$ cat config.mk
export PLATFORM = sky130hd
export DESIGN_NAME = mulh_unit
export DESIGN_NICKNAME = d
export VERILOG_FILES = /design/src/rtl/mulh_pkg.sv /design/src/rtl/mulh_decode.sv /design/src/rtl/mulh_core.sv /design/src/rtl/mulh_select.sv /design/src/rtl/mulh_unit.sv
export SDC_FILE = /design/constraint.sdc
export NUM_CORES = 2
export LEC_CHECK = 0
export ABC_CLOCK_PERIOD_IN_PS = 7700
export BUFFER_PORTS_ARGS = -buffer_cell sky130_fd_sc_hd__buf_2
export CORE_UTILIZATION = 30
export CTS_BUF_LIST = sky130_fd_sc_hd__clkbuf_8
export CTS_CLUSTER_DIAMETER = 150
export CTS_CLUSTER_SIZE = 40
export DETAILED_ROUTE_END_ITERATION = 7
export PLACE_DENSITY_LB_ADDON = 0.2
export SYNTH_ARGS = -nofsm -noshare
export SYNTH_HDL_FRONTEND = slang
export SYNTH_SLANG_ARGS = --single-unit
$ cat constraint.sdc
create_clock -name clk_i -period 7.7 [get_ports clk_i]
set_input_delay 1.54 -clock clk_i [delete_from_list [all_inputs] [get_ports clk_i]]
set_output_delay 1.54 -clock clk_i [all_outputs]
set_load 0.005 [all_outputs]
$ cat src/rtl/mulh_pkg.sv
package mulh_pkg;
  localparam int unsigned XLEN = 32;
  localparam int unsigned REG_IDX_W = 5;

  localparam logic [6:0] OPC_REG_REG = 7'b0110011;
  localparam logic [6:0] F7_MULDIV   = 7'b0000001;

  typedef enum logic [2:0] {
    F3_MUL    = 3'b000,
    F3_MULH   = 3'b001,
    F3_MULHSU = 3'b010,
    F3_MULHU  = 3'b011
  } mul_f3_e;

  typedef struct packed {
    logic                 illegal;
    logic                 a_signed;
    logic                 b_signed;
    logic                 take_hi;
    logic [REG_IDX_W-1:0] rd;
  } mul_ctl_t;
endpackage

$ cat src/rtl/mulh_decode.sv
module mulh_decode
  import mulh_pkg::*;
(
  input  logic [XLEN-1:0] instr_i,
  output mul_ctl_t        ctl_o
);
  logic [6:0] opcode;
  logic [6:0] funct7;
  logic [2:0] funct3;
  logic       group_hit;
  logic       unused_src_idx;

  assign opcode         = instr_i[6:0];
  assign funct7         = instr_i[31:25];
  assign funct3         = instr_i[14:12];
  assign group_hit      = (opcode == OPC_REG_REG) && (funct7 == F7_MULDIV);
  assign unused_src_idx = ^instr_i[24:15];

  always_comb begin
    ctl_o          = '0;
    ctl_o.rd       = instr_i[11:7];
    ctl_o.illegal  = 1'b1;
    if (group_hit) begin
      unique case (funct3)
        F3_MUL:    begin ctl_o.illegal = 1'b0; end
        F3_MULH:   begin ctl_o.illegal = 1'b0; ctl_o.take_hi = 1'b1;
                         ctl_o.a_signed = 1'b1; ctl_o.b_signed = 1'b1; end
        F3_MULHSU: begin ctl_o.illegal = 1'b0; ctl_o.take_hi = 1'b1;
                         ctl_o.a_signed = 1'b1; end
        F3_MULHU:  begin ctl_o.illegal = 1'b0; ctl_o.take_hi = 1'b1; end
        default:   ctl_o.illegal = 1'b1;
      endcase
    end
  end
endmodule

$ cat src/rtl/mulh_core.sv
module mulh_core
  import mulh_pkg::*;
#(
  parameter int unsigned W   = XLEN,
  parameter int unsigned LAT = 2
) (
  input  logic          clk_i,
  input  logic          rst_ni,
  input  logic          start_i,
  input  logic [W-1:0]  a_i,
  input  logic [W-1:0]  b_i,
  input  mul_ctl_t      ctl_i,
  input  logic          pop_i,
  output logic          busy_o,
  output logic          done_o,
  output logic [2*W-1:0] prod_o,
  output mul_ctl_t      ctl_o
);
  localparam int unsigned PW = 2 * W;

  logic [W:0]    a_ext, b_ext;
  logic [PW-1:0] prod_in;
  logic [LAT-1:0] v_vec;

  // extend by one bit so every operand kind fits a signed multiply
  assign a_ext   = {ctl_i.a_signed & a_i[W-1], a_i};
  assign b_ext   = {ctl_i.b_signed & b_i[W-1], b_i};
  assign prod_in = PW'($signed(a_ext)) * PW'($signed(b_ext));

  for (genvar i = 0; i < LAT; i++) begin : g_stage
    logic          ld;
    logic          v_next;
    logic          v_q;
    logic [PW-1:0] p_in, p_q;
    mul_ctl_t      c_in, c_q;

    if (i == 0) begin : g_head
      assign ld   = start_i;
      assign p_in = prod_in;
      assign c_in = ctl_i;
    end else begin : g_body
      assign ld   = g_stage[i-1].v_q;
      assign p_in = g_stage[i-1].p_q;
      assign c_in = g_stage[i-1].c_q;
    end

    if (i == LAT - 1) begin : g_tail
      assign v_next = ld | (v_q & ~pop_i);
    end else begin : g_pass
      assign v_next = ld;
    end

    always_ff @(posedge clk_i or negedge rst_ni) begin
      if (!rst_ni) v_q <= 1'b0;
      else         v_q <= v_next;
    end

    always_ff @(posedge clk_i) begin
      if (ld) begin
        p_q <= p_in;
        c_q <= c_in;
      end
    end

    assign v_vec[i] = v_q;
  end

  assign busy_o = |v_vec;
  assign done_o = g_stage[LAT-1].v_q;
  assign prod_o = g_stage[LAT-1].p_q;
  assign ctl_o  = g_stage[LAT-1].c_q;
endmodule

$ cat src/rtl/mulh_select.sv
module mulh_select
  import mulh_pkg::*;
#(
  parameter int unsigned W = XLEN
) (
  input  logic [2*W-1:0] prod_i,
  input  mul_ctl_t       ctl_i,
  output logic [W-1:0]   data_o
);
  always_comb begin
    if (ctl_i.illegal)      data_o = '0;
    else if (ctl_i.take_hi) data_o = prod_i[2*W-1:W];
    else                    data_o = prod_i[W-1:0];
  end
endmodule

$ cat src/rtl/mulh_unit.sv
module mulh_unit
  import mulh_pkg::*;
#(
  parameter int unsigned LAT = 2
) (
  input  logic            clk_i,
  input  logic            rst_ni,
  input  logic            in_valid_i,
  output logic            in_ready_o,
  input  logic [XLEN-1:0] instr_i,
  input  logic [XLEN-1:0] rs1_val_i,
  input  logic [XLEN-1:0] rs2_val_i,
  output logic            out_valid_o,
  input  logic            out_ready_i,
  output logic [XLEN-1:0] out_data_o,
  output logic [REG_IDX_W-1:0] out_rd_o,
  output logic            out_illegal_o
);
  mul_ctl_t          dec_ctl, res_ctl;
  logic              start, pop, busy, done;
  logic [2*XLEN-1:0] prod;

  assign in_ready_o = ~busy;
  assign start      = in_valid_i & in_ready_o;
  assign pop        = done & out_ready_i;

  mulh_decode i_decode (
    .instr_i (instr_i),
    .ctl_o   (dec_ctl)
  );

  mulh_core #(.W(XLEN), .LAT(LAT)) i_core (
    .clk_i   (clk_i),
    .rst_ni  (rst_ni),
    .start_i (start),
    .a_i     (rs1_val_i),
    .b_i     (rs2_val_i),
    .ctl_i   (dec_ctl),
    .pop_i   (pop),
    .busy_o  (busy),
    .done_o  (done),
    .prod_o  (prod),
    .ctl_o   (res_ctl)
  );

  mulh_select #(.W(XLEN)) i_select (
    .prod_i (prod),
    .ctl_i  (res_ctl),
    .data_o (out_data_o)
  );

  assign out_valid_o   = done;
  assign out_rd_o      = res_ctl.rd;
  assign out_illegal_o = res_ctl.illegal;
endmodule

Yosys cells after proc, flatten, opt, wreduce, memory -nomap -nowiden:

Cells that the tools add are included.

* register bits: 144
* latch bits: 0
* bits in writable memories: 0
* ROM bits: 0
* bits of input ports: 100
* output and inout bits: 40
* word-level logic and storage cells: 37
* memories: 0

* add/subtract/negate cells: 0
* multipliers: 1
* div/mod/pow operators: 0
* order comparisons: 0
* equality and inequality tests: 5
* shifts and indexed selects: 0
* multiplexer cells: 7
* bitwise gates (word level): 8
* reductions and logical operators: 6

Operators with widths (count)
* 33-bit by 33-bit multiplier with 64-bit output: 1
* 32-bit 2-to-1 mux: 2
* 7-bit by 1-bit equality test with 1-bit output, second input constant: 1
* 7-bit by 6-bit equality test with 1-bit output, second input constant: 1
* 3-bit by 2-bit equality test with 1-bit output, second input constant: 2
* 1-bit bitwise AND: 5
* 1-bit 2-to-1 mux: 4
* 2-bit OR reduction: 2
* 4-bit OR reduction: 1
* 3-bit by 1-bit equality test with 1-bit output, second input constant: 1
* 3-bit logical NOT: 1
* 3-bit 2-to-1 mux: 1
* 3-bit OR reduction: 1
* 1-bit inverter: 2
* 1-bit logical AND: 1
* 1-bit bitwise OR: 1

Longest topological paths before layout:

* depth after elaboration: 6
* mapped depth: 33
* mapped depth without buffers: 31

By module:

A second synthesis with hierarchy kept.

* cell total of the unflattened synthesis: 4428
* area total of the unflattened synthesis: 43145.1 µm²

By module, submodules not included
* mulh_core: instances 1, cells each 4339, area each 42478.2 µm², seq. area each 4434.3 µm²
* mulh_select: instances 1, cells each 71, area each 523.0 µm², seq. area each 0.0 µm²
* mulh_decode: instances 1, cells each 15, area each 127.6 µm², seq. area each 0.0 µm²
* mulh_unit: instances 1, cells each 3, area each 16.3 µm², seq. area each 0.0 µm²

Worst setup path after synthesis:

No wires, ideal clock.

* kind: input-to-reg
* from: input instr_i[14]
* to: register i_core.g_stage[0].p_q[59], data pin
* library setup time: 263 ps
* arrival: 9613 ps
* data required time: 7437 ps
* path slack: -2176 ps
* cell stages on the path: 27
* buffers on the path: 1
* cells stage by stage: nor4b_1 nand2_1 nor4_1 and3_1 clkbuf_1 nand2_1 inv_1 fa_1 fa_1 fa_1 inv_1 fa_1 inv_1 fa_1 fa_1 inv_1 fa_1 fa_1 inv_1 ha_1 a21o_1 a21oi_1 o21ai_0 a221o_1 nor4_1 nor2_1 xor2_1

* longest elaborated chain between the ends: 6
* elaborated cells on any way between the ends: 9
* classes of those cells: mul: 1; eq/ne: 2; mux: 3; bitwise: 2; reduce/logical: 1

RTL lines
* start, declared: line mulh_unit.sv:10 `input logic [XLEN-1:0] instr_i,`
* 3-bit by 1-bit equality test with 1-bit output / 3-bit by 2-bit equality test with 1-bit output (equally long branches): line mulh_decode.sv:24 `unique case (funct3)`
* 2-bit OR reduction (no source line)
* 1-bit 2-to-1 mux: line mulh_decode.sv:24
* 3-bit 2-to-1 mux (*): line mulh_decode.sv:23 `if (group_hit) begin`
* 1-bit bitwise AND: line mulh_core.sv:26 `assign a_ext = {ctl_i.a_signed & a_i[W-1], a_i};`
* 33-bit by 33-bit multiplier with 64-bit output (*): line mulh_core.sv:28 `assign prod_in = PW'($signed(a_ext)) * PW'($signed(b_ext));`
* via i_core.g_stage[0].p_in[59]: line mulh_core.sv:34 `logic [PW-1:0] p_in, p_q;`
* end signal, assigned: line mulh_core.sv:60 `p_q <= p_in;`
* end, declared: line mulh_core.sv:34

The timed path passes the listed nets; every way through them passes the cells marked *.
A chain may end at the register's enable or synchronous reset.

Worst setup path in the final report:

* from: input instr_i[28]
* to: register i_core.g_stage[0].p_q[57], data pin

* longest elaborated chain between the ends: 5
* elaborated cells on any way between the ends: 6
* classes of those cells: mul: 1; eq/ne: 1; mux: 1; bitwise: 2; reduce/logical: 1

RTL lines
* 7-bit by 1-bit equality test with 1-bit output (*): line mulh_decode.sv:16 `assign group_hit = (opcode == OPC_REG_REG) && (funct7 == F7_MULDIV);`
* 1-bit logical AND (*): line mulh_decode.sv:16
* 3-bit 2-to-1 mux (*): line mulh_decode.sv:23
* 1-bit bitwise AND, on equally long branches: line mulh_core.sv:26, mulh_core.sv:27
* 33-bit by 33-bit multiplier with 64-bit output (*): line mulh_core.sv:28
* via i_core.g_stage[0].p_in[57]: line mulh_core.sv:34

Marked as above.

==> flow_summary.json <==
{
  "hp-start": "i_core.g_stage[0].p_q[27]",
  "synthCells": 4411,
  "yosysTopAreaCellShare": 0.528,
  "drt-initial-drc-count": 1682,
  "ys_seq_area_frac": 0.101,
  "routedWlPerCell_um": 18.4,
  "clkLatencyLatePin_ns": 0.45,
  "antenna_found_initial": 6,
  "dp_hpwl_um": 111000,
  "multiInputGateArea_um2": 34600,
  "cp-startpoint": "instr_i[28]",
  "cts.htree.levels": 4,
  "crit_required_ns": 7.91,
  "avgViaCountPerCell": 4.42,
  "final_util": 0.368,
  "max_stage_delay_ns": 0.57,
  "crit_family": "adder cells",
  "maxCapViolCount": 0,
  "synthMuxAreaShare": 0.00751,
  "skew_ns": 0.0121,
  "synth_compound_gate_area_share": 0.0315,
  "wl_um": 124000,
  "synth_edf_count": 142,
  "io_pins": 140,
  "worstMarginPinSlew_ns": 0.954,
  "dr_total_vias": 29900,
  "dp.cells": 6694,
  "place.gp.congestion": 0.855,
  "tns_ns": -31.18,
  "postCtsHoldBufs": 0,
  "grt_pass1_wl_um": 199000,
  "worstHoldPathType": "reg -> reg",
  "setup_violations": 37,
  "cp_max_fo": 10,
  "critPathBufInv": 9,
  "io_buffers": 129,
  "fp-row-count": 137,
  "synth_top_family_by_area": "adder cells",
  "track_usage": 0.182,
  "rsz0062_at_grt": "yes",
  "syn_to_final_growth_pct": 21.0,
  "timing.rr.start": "i_core.g_stage[0].v_q",
  "synthFlopType": "edfxtp_1",
  "yosysMostFrequentCell": "inv_1",
  "slowest_stage": "fa_1",
  "critPathCaptureType": "flop",
  "cts_made_buffers": 17,
  "core_area_um2": 140000,
  "synth_common_cells": "inv_1, fa_1, nand2_1",
  "cts_buffer_depth": 2,
  "seq_area_um2": 4320,
  "clkSinkCount": 144,
  "synth_nets": 5848,
  "fmax_ghz": 0.112,
  "final_cells": 6773,
  "synth_fa_ha_area_frac": 0.591,
  "critical_path_class": "in -> reg",
  "dieArea_um2": 144000,
  "yosys_warnings": 0,
  "relSlewSlack": 0.364,
  "overflow": 0,
  "finalHoldViolations": 0,
  "syn_area_um2": 42600,
  "die_w_um": 379,
  "drv_slew": 0,
  "layout-drive-gt1-share": 0.198,
  "die_h_um": 379,
  "drcViolationCount": 0,
  "start_kind": "input port",
  "postRouteAntennaNets": 0,
  "fin_ws_ns": -1.26,
  "initial_core_util": 0.304,
  "final.min_clock_period_ns": 8.96,
  "yosys-top-cells-area": "fa_1, edfxtp_1, inv_1",
  "outcome": "complete, but fails checks",
  "fillers": 14400,
  "violations": "setup timing",
  "final_nets": 6319,
  "layout_worst_path_cycle_share": 1.16,
  "synth_top_cell_by_area": "fa_1",
  "grt_pass1_vias": 33700,
  "synthArstFlopShare": 0.0139,
  "tritoncts": "yes",
  "grt_max_degree": 69,
  "critPathMostFrequentCell": "fa_1",
  "synthSimpleGateAreaFrac": 0.134,
  "yosys.cell_types.count": 64,
  "cts_root_buffer": "clkbuf_8",
  "cts.reportedPaths.clkPinSlew_ns": 0.09,
  "cp.arrival_ns": 9.17,
  "ys_seq_elements": 144,
  "firstDrtPassIters": 5,
  "synth_xor_xnor_area_share": 0.0152,
  "syn_area_per_cell_um2": 9.66
}
==> cells by family (layout without fill, tap and decap cells) <==
group           Yosys count  count (layout)
flops                   144             144
xor+xnor                 74              74
other cells               0               2
simple gates           1264            1264
fa+ha+maj              1337            1337
mux                      32              32
buf+inv                1357            1841
compound gates          203             203
==> metrics by stage <==
step | instance area [µm²] | setup slack (ns) | hold WS [ns]
5_1_grt | 51600 | -1.58 | 0.423
3_5_place_dp | 49300 | -1.94 | 0.405
4_1_cts | 50700 | -1.25 | 0.418
6_report | 51600 | -1.26 | 0.421
3_3_place_gp | 49300 | -1.83 | 0.401
2_1_floorplan | 43200 | -1.36 | 0.400
==> per-layer routing <==
| metal | vias up | GRT usage | routed length (µm) |
|---|---|---|---|
| met5 | - | 0 | 0 |
| met4 | 0 | 0.0243 | 1750 |
| met3 | 88 | 0.0179 | 4910 |
| met2 | 566 | 0.311 | 60500 |
| met1 | 15700 | 0.254 | 57200 |
| li1 | 13600 | - | - |
==> registers in the layout, summed over array words and instances (netlist names) <==
register            flops
i_core.done_o           1
i_core.g_stage.p_q     64
i_core.ctl_o            7
i_core.g_stage.c_q      7
i_core.g_stage.v_q      1
i_core.prod_o          64
==> worst reg2reg max path, stage by stage (launching register included) <==
cell     delay, ns
dfrtp_4       0.53
nor2_1        0.13
and2_4        0.19
buf_4         0.68
==> layout by cell type, fill, tap and decap left out, types with 6 or more instances in the layout <==
cell type | synthesis | layout
o21bai_1 | 6 | 6
o21ai_0 | 23 | 9
buf_12 | 0 | 39
xnor2_1 | 51 | 42
nor2_2 | 0 | 6
nand3_2 | 0 | 6
inv_2 | 0 | 37
nand3_1 | 12 | 6
buf_2 | 4 | 91
nand2_1 | 789 | 774
fa_1 | 1125 | 1088
mux2i_1 | 32 | 32
clkbuf_8 | 0 | 17
a21oi_2 | 1 | 19
o21ai_1 | 11 | 10
ha_4 | 0 | 28
edfxtp_1 | 142 | 142
buf_8 | 0 | 6
or2_2 | 7 | 6
nand2_2 | 0 | 8
ha_1 | 212 | 182
and2_1 | 314 | 296
o21ai_2 | 0 | 10
nor2b_1 | 7 | 7
and2_4 | 0 | 18
fa_2 | 0 | 37
a21o_1 | 34 | 34
nand2_4 | 0 | 6
buf_6 | 0 | 66
nor2_1 | 92 | 82
o21a_1 | 10 | 10
a21oi_1 | 59 | 36
buf_4 | 5 | 472
xor2_1 | 23 | 15
xor2_2 | 0 | 7
inv_1 | 1133 | 1096
o211ai_1 | 8 | 8
xnor2_2 | 0 | 6
nor3_1 | 11 | 6
==> cell type report <==
type | count | area share
inverters | 1133 | 0.0826
multi-input cells | 2910 | 0.671
clock inverters | 15 | 0.00255
repair buffers | 676 | 0.110
diodes | 2 | 0.0000971
well taps | 1876 | 0.0455
flip-flops and latches | 144 | 0.0838
clock buffers | 17 | 0.00454
==> what timing repair did <==
item | CTS | global route
pin swaps | 76 | 75
cloned | 0 | 1
endpoints found under the setup margin | 43 | 44
endpoints found under the hold margin | 0 | 0
buffers inserted | 23 | 33
resized for setup | 207 | 151
==> worst paths after layout <==
| kind | endpoint | slack (ns) | cells after the start |
|---|---|---|---|
| max in group asynchronous | i_core.g_stage[0].v_q | 6.72 | 1 |
| min | i_core.prod_o[27] | 0.42 | 0 |
| max | i_core.g_stage[0].p_q[57] | -1.26 | 32 |
| min in group asynchronous | i_core.g_stage[0].v_q | 0.87 | 1 |
| min reg2reg | i_core.prod_o[27] | 0.42 | 0 |
| max reg2reg | i_core.g_stage[0].p_q[56] | 5.70 | 3 |
Power is not shown: default switching activity piles up to over one toggle a cycle in this logic, so the estimate is an artifact.
